**src/rtl/ppw_pkg.sv**
```systemverilog
package ppw_pkg;
  typedef enum logic [1:0] {
    ST_IDLE   = 2'd0,
    ST_FILL   = 2'd1,
    ST_COMMIT = 2'd2,
    ST_HOLD   = 2'd3
  } seq_state_t;
endpackage

```
**src/rtl/ppw_wp_check.sv**
```systemverilog
module ppw_wp_check #(
  parameter int ADDR_W = 13
) (
  input  logic [ADDR_W-1:0] addr,
  input  logic [1:0]        lvl,
  output logic              hit
);
  logic top_half;
  logic top_quarter;

  always_comb begin
    top_half    = addr[ADDR_W-1];
    top_quarter = addr[ADDR_W-1] & addr[ADDR_W-2];
    unique case (lvl)
      2'd0:    hit = 1'b0;
      2'd1:    hit = top_quarter;
      2'd2:    hit = top_half;
      default: hit = 1'b1;
    endcase
  end
endmodule

```
**src/rtl/ppw_page_buf.sv**
```systemverilog
module ppw_page_buf #(
  parameter int OFS_W  = 5,
  parameter int DATA_W = 8
) (
  input  logic              clk,
  input  logic              rst_n,
  input  logic              load,
  input  logic [OFS_W-1:0]  load_ofs,
  input  logic              wr_en,
  input  logic [DATA_W-1:0] wr_data,
  input  logic [OFS_W-1:0]  rd_idx,
  output logic [DATA_W-1:0] rd_data,
  output logic              rd_valid,
  output logic              any_valid_nxt
);
  localparam int DEPTH = 1 << OFS_W;

  logic [OFS_W-1:0]  ptr_q, ptr_d;
  logic [DEPTH-1:0]  vld_q, vld_d;
  logic [DEPTH-1:0]  wr_sel;
  logic [DATA_W-1:0] data_q [DEPTH];

  always_comb begin
    wr_sel = '0;
    if (wr_en) wr_sel[ptr_q] = 1'b1;
    ptr_d = ptr_q;
    vld_d = vld_q;
    if (load) begin
      ptr_d = load_ofs;
      vld_d = '0;
    end else if (wr_en) begin
      ptr_d = ptr_q + 1'b1;
      vld_d = vld_q | wr_sel;
    end
    any_valid_nxt = |vld_d;
  end

  always_ff @(posedge clk or negedge rst_n) begin
    if (!rst_n) begin
      ptr_q <= '0;
      vld_q <= '0;
    end else if (load || wr_en) begin
      ptr_q <= ptr_d;
      vld_q <= vld_d;
    end
  end

  for (genvar g = 0; g < DEPTH; g++) begin : g_ent
    always_ff @(posedge clk or negedge rst_n) begin
      if (!rst_n)         data_q[g] <= '0;
      else if (wr_sel[g]) data_q[g] <= wr_data;
    end
  end

  assign rd_data  = data_q[rd_idx];
  assign rd_valid = vld_q[rd_idx];
endmodule

```
**src/rtl/ppw_seq.sv**
```systemverilog
module ppw_seq
  import ppw_pkg::*;
#(
  parameter int OFS_W = 5,
  parameter int CNT_W = 16
) (
  input  logic             clk,
  input  logic             rst_n,
  input  logic             start_ok,
  input  logic             frame_end,
  input  logic             frame_aligned,
  input  logic             any_valid_nxt,
  input  logic [CNT_W-1:0] wc_time,
  output logic             load,
  output logic             filling,
  output logic             committing,
  output logic [OFS_W-1:0] idx,
  output logic             busy,
  output logic             wel_clr
);
  seq_state_t       st_q, st_d;
  logic [OFS_W-1:0] idx_q, idx_d;
  logic [CNT_W-1:0] tmr_q, tmr_d;
  logic [CNT_W-1:0] wc_q, wc_d;
  logic             hold_end;

  assign hold_end = (st_q == ST_HOLD) && (tmr_q == wc_q);

  always_comb begin
    st_d  = st_q;
    idx_d = idx_q;
    tmr_d = tmr_q;
    wc_d  = wc_q;
    load  = 1'b0;
    unique case (st_q)
      ST_IDLE: begin
        if (start_ok) begin
          load = 1'b1;
          st_d = ST_FILL;
        end
      end
      ST_FILL: begin
        if (frame_end) begin
          if (frame_aligned && any_valid_nxt) begin
            st_d  = ST_COMMIT;
            idx_d = '0;
            wc_d  = wc_time;
          end else begin
            st_d = ST_IDLE;
          end
        end
      end
      ST_COMMIT: begin
        idx_d = idx_q + 1'b1;
        if (idx_q == '1) begin
          st_d  = ST_HOLD;
          tmr_d = '0;
        end
      end
      default: begin
        if (hold_end) st_d = ST_IDLE;
        else          tmr_d = tmr_q + 1'b1;
      end
    endcase
  end

  always_ff @(posedge clk or negedge rst_n) begin
    if (!rst_n) begin
      st_q  <= ST_IDLE;
      idx_q <= '0;
      tmr_q <= '0;
      wc_q  <= '0;
    end else begin
      st_q  <= st_d;
      idx_q <= idx_d;
      tmr_q <= tmr_d;
      wc_q  <= wc_d;
    end
  end

  assign filling    = (st_q == ST_FILL);
  assign committing = (st_q == ST_COMMIT);
  assign idx        = idx_q;
  assign busy       = (st_q == ST_COMMIT) || (st_q == ST_HOLD);
  assign wel_clr    = hold_end;
endmodule

```
**src/rtl/page_prog_seq.sv**
```systemverilog
module page_prog_seq #(
  parameter int ADDR_W = 13,
  parameter int OFS_W  = 5,
  parameter int DATA_W = 8,
  parameter int CNT_W  = 16
) (
  input  logic              clk,
  input  logic              rst_n,
  input  logic              cmd_start,
  input  logic [ADDR_W-1:0] start_addr,
  input  logic              wel_in,
  input  logic [1:0]        prot_lvl,
  input  logic              byte_vld,
  input  logic [DATA_W-1:0] byte_data,
  input  logic              frame_end,
  input  logic              frame_aligned,
  input  logic [CNT_W-1:0]  wc_time,
  output logic              busy,
  output logic              wel_clr,
  output logic              mem_we,
  output logic [ADDR_W-1:0] mem_addr,
  output logic [DATA_W-1:0] mem_wdata
);
  localparam int PAGE_W = ADDR_W - OFS_W;

  logic              prot_hit;
  logic              start_ok;
  logic              load;
  logic              filling;
  logic              committing;
  logic [OFS_W-1:0]  idx;
  logic              any_valid_nxt;
  logic              rd_valid;
  logic [PAGE_W-1:0] page_q;

  ppw_wp_check #(.ADDR_W(ADDR_W)) u_wp (
    .addr (start_addr),
    .lvl  (prot_lvl),
    .hit  (prot_hit)
  );

  assign start_ok = cmd_start && wel_in && !prot_hit;

  ppw_seq #(.OFS_W(OFS_W), .CNT_W(CNT_W)) u_seq (
    .clk           (clk),
    .rst_n         (rst_n),
    .start_ok      (start_ok),
    .frame_end     (frame_end),
    .frame_aligned (frame_aligned),
    .any_valid_nxt (any_valid_nxt),
    .wc_time       (wc_time),
    .load          (load),
    .filling       (filling),
    .committing    (committing),
    .idx           (idx),
    .busy          (busy),
    .wel_clr       (wel_clr)
  );

  ppw_page_buf #(.OFS_W(OFS_W), .DATA_W(DATA_W)) u_buf (
    .clk           (clk),
    .rst_n         (rst_n),
    .load          (load),
    .load_ofs      (start_addr[OFS_W-1:0]),
    .wr_en         (filling && byte_vld),
    .wr_data       (byte_data),
    .rd_idx        (idx),
    .rd_data       (mem_wdata),
    .rd_valid      (rd_valid),
    .any_valid_nxt (any_valid_nxt)
  );

  always_ff @(posedge clk or negedge rst_n) begin
    if (!rst_n)    page_q <= '0;
    else if (load) page_q <= start_addr[ADDR_W-1:OFS_W];
  end

  assign mem_we   = committing && rd_valid;
  assign mem_addr = {page_q, idx};
endmodule

```
**config.mk**
```make
export PLATFORM = sky130hd
export DESIGN_NAME = page_prog_seq
export DESIGN_NICKNAME = d
export VERILOG_FILES = /design/src/rtl/ppw_pkg.sv /design/src/rtl/ppw_wp_check.sv /design/src/rtl/ppw_page_buf.sv /design/src/rtl/ppw_seq.sv /design/src/rtl/page_prog_seq.sv
export SDC_FILE = /design/constraint.sdc
export NUM_CORES = 1
export LEC_CHECK = 0
export BUFFER_PORTS_ARGS = -buffer_cell sky130_fd_sc_hd__buf_4
export CAP_MARGIN = 0
export CORE_AREA = 2 2 235 237
export DETAILED_ROUTE_END_ITERATION = 8
export DIE_AREA = 0 0 237 239
export PLACE_DENSITY = 0.56
export SYNTH_ARGS = -nofsm -noshare
export SYNTH_HDL_FRONTEND = slang
export SYNTH_SLANG_ARGS = --single-unit
```
**constraint.sdc**
```tcl
create_clock -name clk -period 3.42 [get_ports clk]
set_clock_uncertainty 0.1 [all_clocks]
set_input_delay 0.684 -clock clk [delete_from_list [all_inputs] [get_ports clk]]
set_output_delay 0.684 -clock clk [all_outputs]
set_load 0.005 [all_outputs]
```
Word level (Yosys, flattened, before mapping)
Index checks and enable logic that the tools add are counted.
- flip-flop bits (word level): 340
- input bits: 46
- word-level logic and storage cells: 111
- $add $sub $neg: 3
- order comparisons: 4
- eq/ne operators: 12
- muxes and demuxes: 27
- bitwise gates (word level): 4
- reduce and logical (&&, ||, !) cells: 22
- operators with widths (kind ; number):
    $mux W32 ; 3
    $bmux W8 S5 ; 1
    $mux W16 ; 2
    $or A32 B32 Y32 ; 1
    $pmux W16 S2 ; 1
    $reduce_or A32 Y1 ; 1
    $mux W5 ; 4
    $add A16 B1 Y16 const B ; 1
    $eq A16 B16 Y1 ; 1
    $mux W8 ; 2
    $lt A5 B6 Y1 const B ; 2
    $add A5 B1 Y5 const B ; 2
    $mux W2 ; 5
    $pmux W5 S2 ; 1
    $reduce_and A3 Y1 ; 3
    $logic_and A1 B1 Y1 ; 7
    $eq A2 B2 Y1 const B ; 3
    $ge A6 B6 Y1 const B ; 1
    $ne A2 B1 Y1 const B ; 3
    $not A5 Y6 ; 1
    $pmux W2 S3 ; 1
    $bmux W1 S5 ; 1
    $demux W1 S5 ; 1
    $eq A5 B5 Y1 const B ; 1
    other kinds (15) ; 23

Longest topological paths before layout
Gate-level depths: netlist of run 1.
- depth after elaboration: 13
- depth in mapped cells: 11
- gate-level depth less buffers: 9

Hierarchy
From an unflattened synthesis of run 1, not the netlist that was laid out.
- cell total of the unflattened synthesis: 1076
- area total of the unflattened synthesis: 15800.2 sq um
- modules (own cells, without submodules) (module ; times used ; cells an instance ; area an instance (sq um) ; seq. area each (sq um)):
    ppw_page_buf ; 1 ; 864 ; 13399.1 ; 7332.0
    ppw_seq ; 1 ; 189 ; 2034.5 ; 975.9
    page_prog_seq ; 1 ; 20 ; 352.8 ; 200.2
    ppw_wp_check ; 1 ; 3 ; 13.8 ; 0.0

Worst setup path after synthesis of run 1
No wires, ideal clock.
- kind: register to output
- from: register u_seq.idx_q[0] (netlist: u_seq.idx[0])
- to: output port mem_wdata[7]
- arrival: 2.395 ns
- data required time: 2.636 ns
- path slack: 0.241 ns
- cell stages (with the launch flop): 6
- buffers on the path: 2
- cells stage by stage: dfrtp_1 > clkbuf_1 > buf_2 > mux4_2 > mux4_2 > mux2_2
- word-level cells in the longest chain between the ends: 4
- ends and longest elaborated chain (element ; line ; RTL):
    start, declared ; ppw_seq.sv:22 ; logic [OFS_W-1:0] idx_q, idx_d;
    start signal, assigned ; ppw_seq.sv:75 ; idx_q <= idx_d;
    $not A5 Y6 (not written as such) ; ppw_page_buf.sv:55 ; assign rd_data = data_q[rd_idx];
    $bmux W8 S5 ; ppw_page_buf.sv:55 ;
    $mux W8 (not written as such) (2 in a row) ; ppw_page_buf.sv:55 ;
    end, declared ; page_prog_seq.sv:22 ; output logic [DATA_W-1:0] mem_wdata
No other way between the ends. The select of a mux whose other input is x is not followed.

Final worst setup path of run 1
- from: register u_seq.idx_q[0] (netlist: u_seq.idx[0])
- to: output port mem_wdata[3]
The elaborated chain is that of the path after synthesis.

==> qor.csv, run 1 <==
metric;value;unit
Leak;8.92;nW
fin. max-slew vios;0;
die height;239;µm
Setup WS post-layout;-195;ps
most used cell, CP;mux4_2;
share of layout cells above drive strength 1;48.5;%
Mean Syn Cell Area;14.6;µm²
dpl hpwl;26400;µm
crit path to;mem_wdata[3];
MaxCap Viol Count;0;
combinational power share;33.7;%
Worst Path Arrival;2830;ps
Critical-path top delay cell;mux4_2;
Worst Hold Class;input pin to asynchronous set/reset pin;
Core Region;54300;µm²
max incr delay on CP;530;ps
Initial Util;29.5;%
distinct cell type count after synthesis;62;
slew of the pin with the lowest slew margin;902;ps
Startpoint Class;flop;
r2r setup slk;240;ps
I/O pin count;70;
clk_lat worst skew;560;ps
# hold bufs at CTS;0;
worst r2r path cells;9;
area of the mapped netlist;16100;µm²
# clock sinks;340;
net count reported at finish;1263;
reg-to-reg endpoint;u_seq.wc_q[15];
relative slew slack;39.9;%
final cell count without fillers;1936;
Reg power frac;39.6;%
H-tree lvl count;2;
async set-or-reset flop fraction in the synthesized netlist;100;%
worst vdd ir;391;µV
Routed WL per cell;21.5;µm
Hold Fails Final Rpt;0;
post-synthesis sequential element count;340;
Setup crit start;u_seq.idx[0];
Tmin final;3620;ps
clock power share;26.7;%
post-route setup TNS;-1410;ps
CP bufs+invs;3;
instance count on the critical path;6;
Pre-antenna DRT Iters;5;
Switching Fraction;31.3;%
status;complete, but fails checks;
CTS tree;built;
DR iter-0 viols;630;
RSZ-0062 raised after global routing;true;
GRT Util Overall;14.9;%
initial antenna violation count;0;
Critical Path RT;2640;ps
Inst Count DP;1857;
maximum clock path buffer count;3;
crit-path cells;buf_12, buf_16, mux4_2, mux4_2, mux2_4, buf_6;
die area;56600;µm²
yosys warns;0;
Post-Route WL;41600;µm
vias per cell;5.02;
WS Path Type;flop to output pin;
Main synth FF type;dfrtp_1;
row count;86;
chip width;237;µm
failing checks;negative setup slack;
GPL Wtd Cong;0.839;
Switching Power;4.70;mW
Pint;10.3;mW
global-route wire length before repair;64000;µm
area grow syn2layout;19.7;%
# diodes;0;
clock slew at reported path FFs;60;ps
post-synthesis net count;1159;
Mapped Cells;1101;
vias post-DR;9714;
Max Clk Rate;0.277;GHz
PortBufs;69;
CTS Buf Count;39;
number of synthesized flops with an enable pin;0;
DR DRC count;0;
setup violators final;9;
Critical Path Sink Type;output pin;
FF-to-FF Start;u_seq.st_q[1];
fin crit share;106;%
antenna-violating nets left;0;
vias in the first global route;10200;
CP top delay family;multiplexers;
Congestion Overflow GR;0;
sequential area share after synthesis;53.0;%
root buffer cell;clkbuf_16;
Worst Path Max Fanout;6;
largest net degree at the start of global routing;100;
Power per Cell Area;782;nW/µm²
[stage by stage]
stage                     power (mW)  util (%)  instance area [µm²]  worst slack, ps  hold WS, ps
after floorplan                 9.04         -                16100              241          288
after global placement          10.5      32.6                17700              327          383
after detailed placement        10.6      32.6                17700              246          388
after CTS                       15.0      35.2                19100             -206          109
after global routing            15.9      35.4                19200             -252          168
final                           15.0      35.4                19200             -195          106
[cell usage in the layout, fill, tap and decap left out, types with 10 or more instances in the layout]
cell	instances
clkbuf_1	11
nor2_1	85
buf_4	107
mux2_4	18
xor2_1	14
mux4_2	90
a21oi_1	27
nand4_1	10
ha_1	12
dfrtp_1	338
nand2_1	29
clkbuf_16	43
buf_12	10
mux2_2	269
[cells by family (layout without fill, tap and decap cells)]
kind of cell | Yosys count | count (layout) | synth area share [%]
flops | 340 | 340 | 53.0
buf+inv | 80 | 211 | 2.13
xor+xnor | 23 | 23 | 1.25
fa+ha+maj | 12 | 12 | 0.935
compound gates | 65 | 65 | 2.81
mux | 380 | 380 | 33.2
simple gates | 201 | 201 | 6.69
[final cells by class]
type / instances / area, µm²
clock buffers: 59 / 1140
clock inverters: 9 / 87.6
fillers: 5180 / 35100
inverters: 9 / 33.8
multi-input cells: 681 / 7250
flip-flops and latches: 340 / 8520
well taps: 704 / 881
repair buffers: 134 / 1300
[power by group through the flow]
stage	combinational [mW]	clock, mW	sequential (mW)
finish	5.06	4.01	5.94
global route	5.48	4.30	6.09
CTS	4.95	4.14	5.94
detailed placement	4.61	0	6.00
global placement	4.54	0	5.98
floorplan	3.43	0	5.61
[synthesized netlist by cell type (all sizes together), types with 2 or more instances]
cell type	n	area, µm²
ha	12	150
nor2b	7	43.8
xor2	14	123
mux2i	3	30.0
buf	25	135
nand2	29	109
inv	9	33.8
or4	2	22.5
a221o	2	20.0
mux4	90	2030
o21a	2	15.0
a31oi	4	40.0
nand2b	5	38.8
nand4	10	62.6
nand3	8	40.0
nor2	91	357
and4	3	28.8
xnor2	9	78.8
nor4	9	77.6
and4b	5	50.1
mux2	287	3270
dfrtp	340	8510
nand4b	4	41.3
nor4bb	2	26.3
clkbuf	46	173
nor3	8	56.3
a21o	3	22.5
a32o	2	20.0
o21ai	6	30.0
a41o	3	30.0
a211oi	2	15.0
a21oi	27	135
and2	3	18.8
nor3b	2	15.0
a31o	6	52.6
and3	8	50.1
o21ba	2	20.0
[state kept, by name, summed over array words and instances (netlist names)]
name / count
u_seq.wc_q: 16
u_buf.ptr_q: 5
u_seq.st_q: 2
u_buf.data_q: 256
u_seq.tmr_q: 16
u_seq.idx: 5
page_q: 8
u_buf.vld_q: 32
[routing by layer]
layer / vias up / wire, µm / track usage [%]
met4: 0 / 943 / 4.14
met5: - / 0 / 0
met1: 5149 / 19500 / 21.1
li1: 4274 / - / -
met3: 62 / 2100 / 2.86
met2: 229 / 19100 / 23.2
[worst min path at each step]
stage,from,to,slack [ps],depth (start not counted)
after floorplan,rst_n,page_q[0],290,0
after global placement,u_buf.data_q[229],u_buf.data_q[229],380,1
after detailed placement,u_buf.data_q[234],u_buf.data_q[234],390,1
after CTS,rst_n,u_buf.data_q[139],110,1
after global routing,rst_n,u_buf.data_q[139],170,1
final,rst_n,u_buf.data_q[188],110,1
[what timing repair did]
action                                  CTS  global route
endpoints found under the setup margin    9             9
gates resized for setup                  19             2
gates cloned                              2             5
setup buffers                             4             2
(Power assumes the default switching activity.)
==> run 2: changes to the inputs <==
Clock period 3.42 ns to 4.2 ns, I/O delays scaled along.
==> run 2 against run 1 <==
Against the previous run:
- the run now ends clean
- global-route usage grew 0.13 points
- die area unchanged
- core utilization down 0.32 points
- first-iteration DRC count up 1.1%
==> qor.csv, run 2 (synthesized netlist as in run 1, its figures left out) <==
metric;value;unit;change
status;completed;;
commonest non-fill, non-tap cell in the layout;dfrtp_1;;
reg-to-reg endpoint;u_seq.idx[3];;
Worst Path Arrival;3090;ps;+260 ps
area grow syn2layout;18.6;%;
Worst Path Max Fanout;19;;+13
fin util;35.0;%;-0.32 points
Global Route met3 Usage;2.86;%;unchanged
Worst Hold Class;input pin to asynchronous set/reset pin;;
Post-Place Worst Slack;697;ps;+450 ps
DR iter-0 viols;637;;+1.1%
clk_lat worst skew;570;ps;about the same
die area;56600;µm²;unchanged
relative slew slack;29.4;%;-11 points
chip width;237;µm;unchanged
MaxCap Viol Count;0;;unchanged
Core Region;54300;µm²;unchanged
max reg flops;256;;unchanged
Power per Cell Area;638;nW/µm²;-18%
setup violators final;0;;-9
register area;8520;µm²;unchanged
PortBufs;69;;unchanged
met2 usage;24.5;%;+1.3 points
# hold bufs at CTS;0;;unchanged
DR DRC count;0;;unchanged
vias in the first global route;10300;;+0.27%
Top Registers;u_buf.data_q x256, u_buf.vld_q x32;;
Pre-antenna DRT Iters;5;;unchanged
CTS Buf Count;40;;+2.6%
Startpoint Class;flop;;
Critical Path RT;3260;ps;+620 ps
CTS tree;built;;
GRT Util Overall;15.0;%;+0.13 points
# clock sinks;340;;unchanged
I/O pin count;70;;unchanged
Setup WS post-layout;175;ps;+370 ps
Congestion Overflow GR;0;;unchanged
clock slew at reported path FFs;60;ps;about the same
row count;86;;unchanged
vias post-DR;9645;;-0.71%
area of the multi-input gates;7230;µm²;-0.22%
Tmin final;4030;ps;
# diodes;0;;unchanged
dpl hpwl;26300;µm;-0.20%
fin crit share;95.8;%;
H-tree lvl count;2;;unchanged
Initial Util;29.5;%;unchanged
r2r setup slk;740;ps;+500 ps
share of layout cells above drive strength 1;49.1;%;+0.56 points
Hold Fails Final Rpt;0;;unchanged
Leak;8.84;nW;-0.91%
largest net degree at the start of global routing;124;;+24%
post-cts sizing count;0;;-19
Max Clk Rate;0.248;GHz;
root buffer cell;clkbuf_16;;
most frequent cells in the layout;dfrtp_1, mux2_2, buf_4, mux4_2, nor2_1;;
Routed WL per cell;21.7;µm;+0.92%
maximum clock path buffer count;3;;unchanged
Largest Register;u_buf.data_q;;
post-route setup TNS;0;ps;+1410 ps
Setup crit start;u_seq.idx[0];;
post-CTS setup buffer count;0;;-4
Post-Route WL;41700;µm;+0.29%
antenna-violating nets left;0;;unchanged
Critical Path Sink Type;output pin;;
slew of the pin with the lowest slew margin;1060;ps;+158 ps
gr busiest metal;met2;;
die height;239;µm;unchanged
global-route wire length before repair;64300;µm;+0.46%
worst r2r path cells;9;;unchanged
initial antenna violation count;0;;unchanged
vias per cell;5.01;;about the same
fin. max-slew vios;0;;unchanged
fill count;5187;;+0.14%
WS Path Type;flop to output pin;;
RSZ-0062 raised after global routing;false;;
FF-to-FF Start;u_seq.st_q[1];;
met1 Track Usage GR;20.5;%;-0.64 points
net count reported at finish;1246;;-1.3%
GPL Wtd Cong;0.809;;-3.7%
worst vdd ir;311;µV;-20%
## run 2: cell types whose count changed in the layout (fill, tap and decap cells not counted), sizes merged
cell / delta
bufinv: +1
clkbuf: -1
clkinv: +2
buf: -14
## run 2: where the power goes
part           switching, mW  internal (mW)  total (mW)
sequential             0.729           4.17        4.90
clock                   1.47           2.16        3.63
combinational           1.57           2.05        3.62
total                   3.77           8.38        12.1
## run 2: worst max-delay path, stage by stage (launching register included)
cell and delay (ps):
dfrtp_4 710, buf_4 300, mux4_2 530, mux4_2 520
mux2_2 320, buf_4 140
## run 2: area by class of cell
type                            count  share of cell area (%)
Clock buffer                       62                    6.64
Clock inverter                     12                   0.822
Inverter                            9                   0.177
Multi-Input combinational cell    681                    38.0
Sequential cell                   340                    44.7
Tap cell                          704                    4.63
Timing Repair Buffer              116                    5.01
## run 2: through the flow
step / instance area [µm²] / cells / total power, mW / hold slack [ps]
5_1_grt: 19000 / 1924 / 12.8 / 367
4_1_cts: 19000 / 1924 / 12.3 / 338
2_1_floorplan: 16100 / 1101 / 7.36 / 374
3_3_place_gp: 17600 / 1850 / 8.52 / 383
6_report: 19000 / 1924 / 12.1 / 288
3_5_place_dp: 17600 / 1850 / 8.60 / 388
## run 2: metal layers
metal	wire length (µm)	up-vias
met5	0	-
met3	1920	55
met1	19000	5150
met4	821	0
li1	-	4243
met2	20000	197
## run 2: how the worst max path moves through the flow
stage / cells past startpoint / slack, ps / to
after floorplan: 5 / 860 / mem_wdata[7]
after global placement: 6 / 710 / mem_we
after detailed placement: 5 / 700 / mem_wdata[2]
after CTS: 5 / 100 / mem_wdata[2]
after global routing: 5 / 50 / mem_wdata[2]
final: 5 / 170 / mem_wdata[2]
